[src/rtl/thm_pkg.sv]
package thm_pkg;
  localparam int TS_W = 8;

  function automatic logic [TS_W-1:0] ts_sub(input logic [TS_W-1:0] a,
                                             input logic [TS_W-1:0] b);
    return a - b;
  endfunction
endpackage

[src/rtl/thm_ring.sv]
module thm_ring #(
  parameter int W     = 24,
  parameter int DEPTH = 16,
  localparam int AW   = $clog2(DEPTH),
  localparam int CW   = AW + 1
) (
  input  logic          clk_i,
  input  logic          rst_ni,
  input  logic          push_i,
  input  logic [W-1:0]  push_data_i,
  input  logic          pop_i,
  output logic [W-1:0]  head_data_o,
  output logic [AW-1:0] head_ptr_o,
  output logic [CW-1:0] count_o,
  input  logic [AW-1:0] rd_idx_i,
  output logic [W-1:0]  rd_data_o
);
  logic [W-1:0]  mem [DEPTH];
  logic [AW-1:0] wp, rp;
  logic [CW-1:0] cnt;

  always_ff @(posedge clk_i or negedge rst_ni) begin
    if (!rst_ni) begin
      wp  <= '0;
      rp  <= '0;
      cnt <= '0;
    end else begin
      if (push_i) wp <= wp + 1'b1;
      if (pop_i)  rp <= rp + 1'b1;
      cnt <= cnt + CW'(push_i) - CW'(pop_i);
    end
  end

  always_ff @(posedge clk_i) begin
    if (push_i) mem[wp] <= push_data_i;
  end

  assign head_data_o = mem[rp];
  assign head_ptr_o  = rp;
  assign count_o     = cnt;
  assign rd_data_o   = mem[rd_idx_i];
endmodule

[src/rtl/thm_window.sv]
module thm_window
  import thm_pkg::*;
#(
  parameter int UNC_W = 3
) (
  input  logic [TS_W-1:0]  ts_i,
  input  logic [TS_W-1:0]  start_i,
  input  logic [UNC_W-1:0] unc_i,
  output logic             hit_o
);
  logic [TS_W-1:0] off;
  assign off   = ts_sub(ts_i, start_i);
  assign hit_o = int'(off) <= int'(unc_i);
endmodule

[src/rtl/thm_scan.sv]
module thm_scan #(
  parameter int AW   = 4,
  parameter int CW   = 5,
  parameter int TS_W = 8
) (
  input  logic            clk_i,
  input  logic            rst_ni,
  input  logic            start_i,
  input  logic [AW-1:0]   head_ptr_i,
  input  logic [CW-1:0]   count_i,
  input  logic [TS_W-1:0] win_start_i,
  input  logic            adv_i,
  output logic            busy_o,
  output logic [AW-1:0]   idx_o,
  output logic [TS_W-1:0] win_start_o
);
  logic [CW-1:0] left;

  always_ff @(posedge clk_i or negedge rst_ni) begin
    if (!rst_ni) begin
      busy_o      <= 1'b0;
      idx_o       <= '0;
      left        <= '0;
      win_start_o <= '0;
    end else if (!busy_o) begin
      if (start_i && count_i != '0) begin
        busy_o      <= 1'b1;
        idx_o       <= head_ptr_i;
        left        <= count_i;
        win_start_o <= win_start_i;
      end
    end else if (adv_i) begin
      idx_o <= idx_o + 1'b1;
      left  <= left - 1'b1;
      if (left == CW'(1)) busy_o <= 1'b0;
    end
  end
endmodule

[src/rtl/trig_hit_matcher.sv]
module trig_hit_matcher
  import thm_pkg::*;
#(
  parameter int PAY_W   = 16,
  parameter int DEPTH   = 16,
  parameter int MAX_AGE = 240,
  parameter int LAT_W   = 8,
  parameter int UNC_W   = 3
) (
  input  logic             clk_i,
  input  logic             rst_ni,
  input  logic             mode_trig_i,
  input  logic [LAT_W-1:0] lat_i,
  input  logic [UNC_W-1:0] unc_i,
  input  logic [TS_W-1:0]  ts_now_i,
  input  logic             trig_i,
  input  logic             in_valid_i,
  input  logic [TS_W-1:0]  in_ts_i,
  input  logic [PAY_W-1:0] in_data_i,
  output logic             in_ready_o,
  output logic             out_valid_o,
  output logic [TS_W-1:0]  out_ts_o,
  output logic [PAY_W-1:0] out_data_o,
  input  logic             out_ready_i
);
  localparam int ENT_W = TS_W + PAY_W;
  localparam int AW    = $clog2(DEPTH);
  localparam int CW    = AW + 1;

  logic             act_mode;
  logic             push, pop, evict, aged, hit, adv, scan_start;
  logic             ring_empty, ring_full, scan_busy;
  logic [CW-1:0]    ring_cnt;
  logic [AW-1:0]    head_ptr, scan_idx;
  logic [ENT_W-1:0] head_ent, scan_ent;
  logic [TS_W-1:0]  head_ts, scan_ts, win_start_d, win_start_q;
  logic [PAY_W-1:0] head_pay, scan_pay;

  thm_ring #(.W(ENT_W), .DEPTH(DEPTH)) u_ring (
    .clk_i       (clk_i),
    .rst_ni      (rst_ni),
    .push_i      (push),
    .push_data_i ({in_ts_i, in_data_i}),
    .pop_i       (pop),
    .head_data_o (head_ent),
    .head_ptr_o  (head_ptr),
    .count_o     (ring_cnt),
    .rd_idx_i    (scan_idx),
    .rd_data_o   (scan_ent)
  );

  assign {head_ts, head_pay} = head_ent;
  assign {scan_ts, scan_pay} = scan_ent;
  assign ring_empty  = ring_cnt == '0;
  assign ring_full   = ring_cnt == CW'(DEPTH);
  assign win_start_d = ts_sub(ts_now_i, TS_W'(lat_i));
  assign scan_start  = trig_i && act_mode;

  thm_scan #(.AW(AW), .CW(CW), .TS_W(TS_W)) u_scan (
    .clk_i       (clk_i),
    .rst_ni      (rst_ni),
    .start_i     (scan_start),
    .head_ptr_i  (head_ptr),
    .count_i     (ring_cnt),
    .win_start_i (win_start_d),
    .adv_i       (adv),
    .busy_o      (scan_busy),
    .idx_o       (scan_idx),
    .win_start_o (win_start_q)
  );

  thm_window #(.UNC_W(UNC_W)) u_win (
    .ts_i    (scan_ts),
    .start_i (win_start_q),
    .unc_i   (unc_i),
    .hit_o   (hit)
  );

  // mode latches only between bursts so stored words keep their policy
  always_ff @(posedge clk_i or negedge rst_ni) begin
    if (!rst_ni)         act_mode <= 1'b0;
    else if (ring_empty) act_mode <= mode_trig_i;
  end

  assign aged  = int'(ts_sub(ts_now_i, head_ts)) > MAX_AGE;
  assign evict = act_mode && !scan_busy && !ring_empty && aged;
  assign adv   = scan_busy && (!hit || out_ready_i);

  always_comb begin
    if (act_mode) begin
      out_valid_o = scan_busy && hit;
      out_ts_o    = scan_ts;
      out_data_o  = scan_pay;
    end else begin
      out_valid_o = !ring_empty;
      out_ts_o    = head_ts;
      out_data_o  = head_pay;
    end
  end

  assign pop        = evict || (!act_mode && out_valid_o && out_ready_i);
  assign in_ready_o = !ring_full && !scan_busy;
  assign push       = in_valid_i && in_ready_o;
endmodule

[config.mk]
export PLATFORM = sky130hd
export DESIGN_NAME = trig_hit_matcher
export DESIGN_NICKNAME = d
export VERILOG_FILES = /design/src/rtl/thm_pkg.sv /design/src/rtl/thm_ring.sv /design/src/rtl/thm_window.sv /design/src/rtl/thm_scan.sv /design/src/rtl/trig_hit_matcher.sv
export SDC_FILE = /design/constraint.sdc
export NUM_CORES = 1
export LEC_CHECK = 0
export ABC_CLOCK_PERIOD_IN_PS = 6900
export BUFFER_PORTS_ARGS = -buffer_cell sky130_fd_sc_hd__buf_2
export CORE_ASPECT_RATIO = 1.4
export CORE_MARGIN = 4
export CORE_UTILIZATION = 28
export CTS_CLUSTER_DIAMETER = 100
export DETAILED_ROUTE_END_ITERATION = 8
export GPL_ROUTABILITY_DRIVEN = 1
export PLACE_DENSITY = 0.53
export SLEW_MARGIN = 20
export SYNTH_ARGS = -nofsm -noshare
export SYNTH_HDL_FRONTEND = slang
export SYNTH_SLANG_ARGS = --single-unit
export TNS_END_PERCENT = 1
[constraint.sdc]
create_clock -name clk_i -period 6.9 [get_ports clk_i]
set_clock_uncertainty 0.05 [all_clocks]
set_input_delay 0.345 -clock clk_i [delete_from_list [all_inputs] [get_ports clk_i]]
set_output_delay 0.345 -clock clk_i [all_outputs]
set_load 0.02 [all_outputs]
==> flow_summary_export.csv <==
group,metric,value,unit
worst_setup_path,cp_slowest_cell,"dfrtp_4",
synth,synth_compound_area_frac,0.0571,
route,postRouteAntennaNets,0,
cts,cts_sinks,416,
timing,max_freq,175,MHz
cts,clk_pin_slew,60,ps
worst_setup_path,critPathRequiredTime,7290,ps
route,wirelength,56000,µm
route,vias,11600,
synth,yosys.area_share.xor_xnor,0.0125,
pwr,p_comb_frac,0.456,
placed_design,place_inst,2148,
synth,synth_nets,1271,
cells_and_area,drive_above_1_share,0.298,
route,drtPass1Iterations,5,
worst_setup_path,max_stage_delay,1020,ps
cts,post_cts_resized,0,
grt,first_global_vias,12400,
timing,slew_viol_final,0,
pwr,p_clk_frac,0.218,
floorplan,die_w,236,µm
synth,synth_simple_gate_area_frac,0.0329,
synth,synth_top_family_by_area,"multiplexers",
placed_design,place_hpwl,33700,µm
timing,slew_headroom,0.251,
synth,yosys-top-cells-area,"edfxtp_1, mux4_2, dfrtp_1",
cells_and_area,fin_area,0.0234,mm²
route,drc_errors,0,
floorplan,ios,75,
pwr,leakagePower,7.78,nW
route,via_per_inst,5.18,
cells_and_area,area_growth_syn_to_layout,14.7,%
timing,setup_tns,0,ps
run_status,status,"completed",
worst_setup_path,critPathKind,"flop to flop",
grt,grt_usage,0.143,
synth,syn_area_per_cell,17.3,µm²
worst_setup_path,worst-path-max-fanout,49,
timing,setup_viol,0,
cts,tritoncts,"built",
cells_and_area,final_common_cell,"edfxtp_1",
synth,seq_area_frac_synth,0.606,
synth,yosysUniqueCellTypes,55,
pwr,pwr-share-seq,0.326,
synth,synth_flop_cell,"edfxtp_1",
synth,synthAdderAreaFrac,0.0279,
synth,async_flop_share,0.0769,
floorplan,die_h,327,µm
synth,synth-edff-count,384,
pwr,p_int,6.41,mW
cells_and_area,mostFrequentLayoutCells,"edfxtp_1, mux4_2, buf_2, nand2_1, mux2i_1",
cts,clk_latency,570,ps
worst_setup_path,cp-end-kind,"flop",
floorplan,std_cell_rows,116,
worst_setup_path,start_kind,"flop",
pwr,peakVddDrop,0.340,mV
timing,fin_crit,5720,ps
cts,numCtsBuffers,42,
route,post_drt_wl_per_cell,25.1,µm
cts,ctsLongestPathBuffers,3,
timing,period_share,0.829,
grt,antenna_found_initial,5,
cells_and_area,num-nets-final,1343,
synth,syn_inst,1179,
grt,grt_overflow,0,
hold_path,hp-class,"primary input to flop",
floorplan,core,0.0718,mm²
route,drt_iter0_markers,1058,
pwr,swShare,0.384,
run,maxCapViolations,0,
floorplan,start_util,0.283,
synth,ys_ff_latch,416,
worst_setup_path,cp_cell_sequence,"mux4_2 -> a221oi_1 -> ha_1 -> nor2b_1 -> o2111ai_1 -> and3_1 -> o21ai_0 -> xnor2_1 -> o41ai_4 -> ha_1 -> inv_1 -> ha_1 -> inv_1 -> fa_1 -> inv_1 -> a21oi_1 -> nor2_1 -> nor2_1 -> xnor2_1",
placed_design,place.port_buffers,74,
synth,syn_area,0.0204,mm²
pwr,p_sw,4.01,mW
pwr,p_per_area,446,mW/mm²
cts,h-tree-depth,2,
timing,rsz0062_at_grt,"false",
cells_and_area,instances_no_fill,2232,
synth,yosysTopAreaCellShare,0.566,
synth,muxShareOfSynthArea,0.241,
synth,yosysWarnings,0,
grt,grt_max_degree,52,
timing,worst_pin_slew,1120,ps
synth,yosysTopAreaCell,"edfxtp_1",
placed_design,routabilityCongestion,0.799,
cts,cts-root-buf,"clkbuf_16",
worst_setup_path,critPathArrivalTime,6110,ps
timing,hold_viol,0,
floorplan,die_area,0.0772,mm²
placed_design,placed_area,0.0220,mm²
grt,grt_pass1_wl,83200,µm
==> final timing paths <==
| check | slack, ps | to | startpoint | cells past startpoint |
|---|---|---|---|---|
| setup / recovery | 1180 | u_ring.count_o[4] | u_ring.head_ptr_o[0] | 19 |
| hold / removal | 60 | u_scan.win_start_o[0] | lat_i[0] | 3 |
| setup reg to reg | 1180 | u_ring.count_o[4] | u_ring.head_ptr_o[0] | 19 |
| hold reg to reg | 440 | u_scan.win_start_o[3] | u_scan.win_start_o[3] | 2 |
| max in group asynchronous | 5780 | u_ring.head_ptr_o[1] | rst_ni | 2 |
| min in group asynchronous | 400 | u_scan.idx_o[2] | rst_ni | 2 |
==> flip-flops by register name (all words and copies together), names as in the netlist <==
register,count
act_mode,1
u_ring.count_o,5
u_ring.head_ptr_o,4
u_ring.mem,384
u_ring.wp,4
u_scan.busy_o,1
u_scan.idx_o,4
u_scan.left,5
u_scan.win_start_o,8
==> cell families after synthesis <==
kind of cell / count (synthesis)
buffers and inverters: 117
adders and majority gates: 43
and+or+nand+nor: 148
AOI/OAI and AO/OA: 167
muxes: 259
xor gates and xnor gates: 29
DFF: 416
==> what timing repair did <==
action / CTS / global route
hold endpoints to repair: 33 / 0
buffers inserted: 0 / 0
hold buffers: 2 / 0
==> Yosys cell counts (8+ instances only) <==
| master | n |
|---|---|
| nor2_1 | 32 |
| a221oi_1 | 20 |
| clkbuf_1 | 44 |
| nor3_1 | 8 |
| o221ai_1 | 32 |
| o21ai_0 | 56 |
| nand2b_1 | 9 |
| a21oi_1 | 21 |
| edfxtp_1 | 384 |
| dfrtp_1 | 32 |
| xnor2_1 | 23 |
| buf_2 | 12 |
| ha_1 | 39 |
| buf_1 | 23 |
| nand2_1 | 71 |
| mux2i_1 | 70 |
| o21a_1 | 8 |
| mux4_2 | 185 |
| a21o_1 | 8 |
| inv_1 | 37 |
==> metrics by stage <==
stage	hold WS, ps	util	total power, mW	setup WS (ps)
3_5_place_dp	425	0.306	8.28	1080
3_3_place_gp	422	0.306	8.21	1190
5_1_grt	61.6	0.325	11.0	690
2_1_floorplan	-0.591	-	6.77	1830
6_report	59.8	0.325	10.4	1180
4_1_cts	32.2	0.325	10.6	1070
==> power by group through the flow <==
stage	Clock [mW]	Sequential, mW	Combinational, mW
6_report	2.27	3.40	4.75
5_1_grt	2.43	3.45	5.15
4_1_cts	2.33	3.41	4.84
3_5_place_dp	0	3.46	4.82
3_3_place_gp	0	3.45	4.76
2_1_floorplan	0	3.11	3.66
==> critical path, delay by kind of cell, from the launching register on <==
kind	cells	cell delay, ps
flops	1	1020
compound gates	5	1620
mux	1	600
xor+xnor	2	300
simple gates	4	520
buf+inv	3	190
fa+ha+maj	4	1280
==> routing by layer <==
metal	vias up	global-route usage	routed length, µm
met5	-	0	27
met4	4	0.0392	1400
met3	82	0.0270	2980
met2	299	0.261	29400
met1	6170	0.173	22300
li1	5012	-	-
==> final cells by class <==
type	count	area [µm²]
antenna	4	10.0
clock buffer	56	1140
clock inverter	21	206
fill	6928	48500
inverter	37	139
multi-input combinational	646	7680
sequential	416	12400
tap	944	1180
timing repair buffer	108	651
Power figures use the tool's default switching activity.
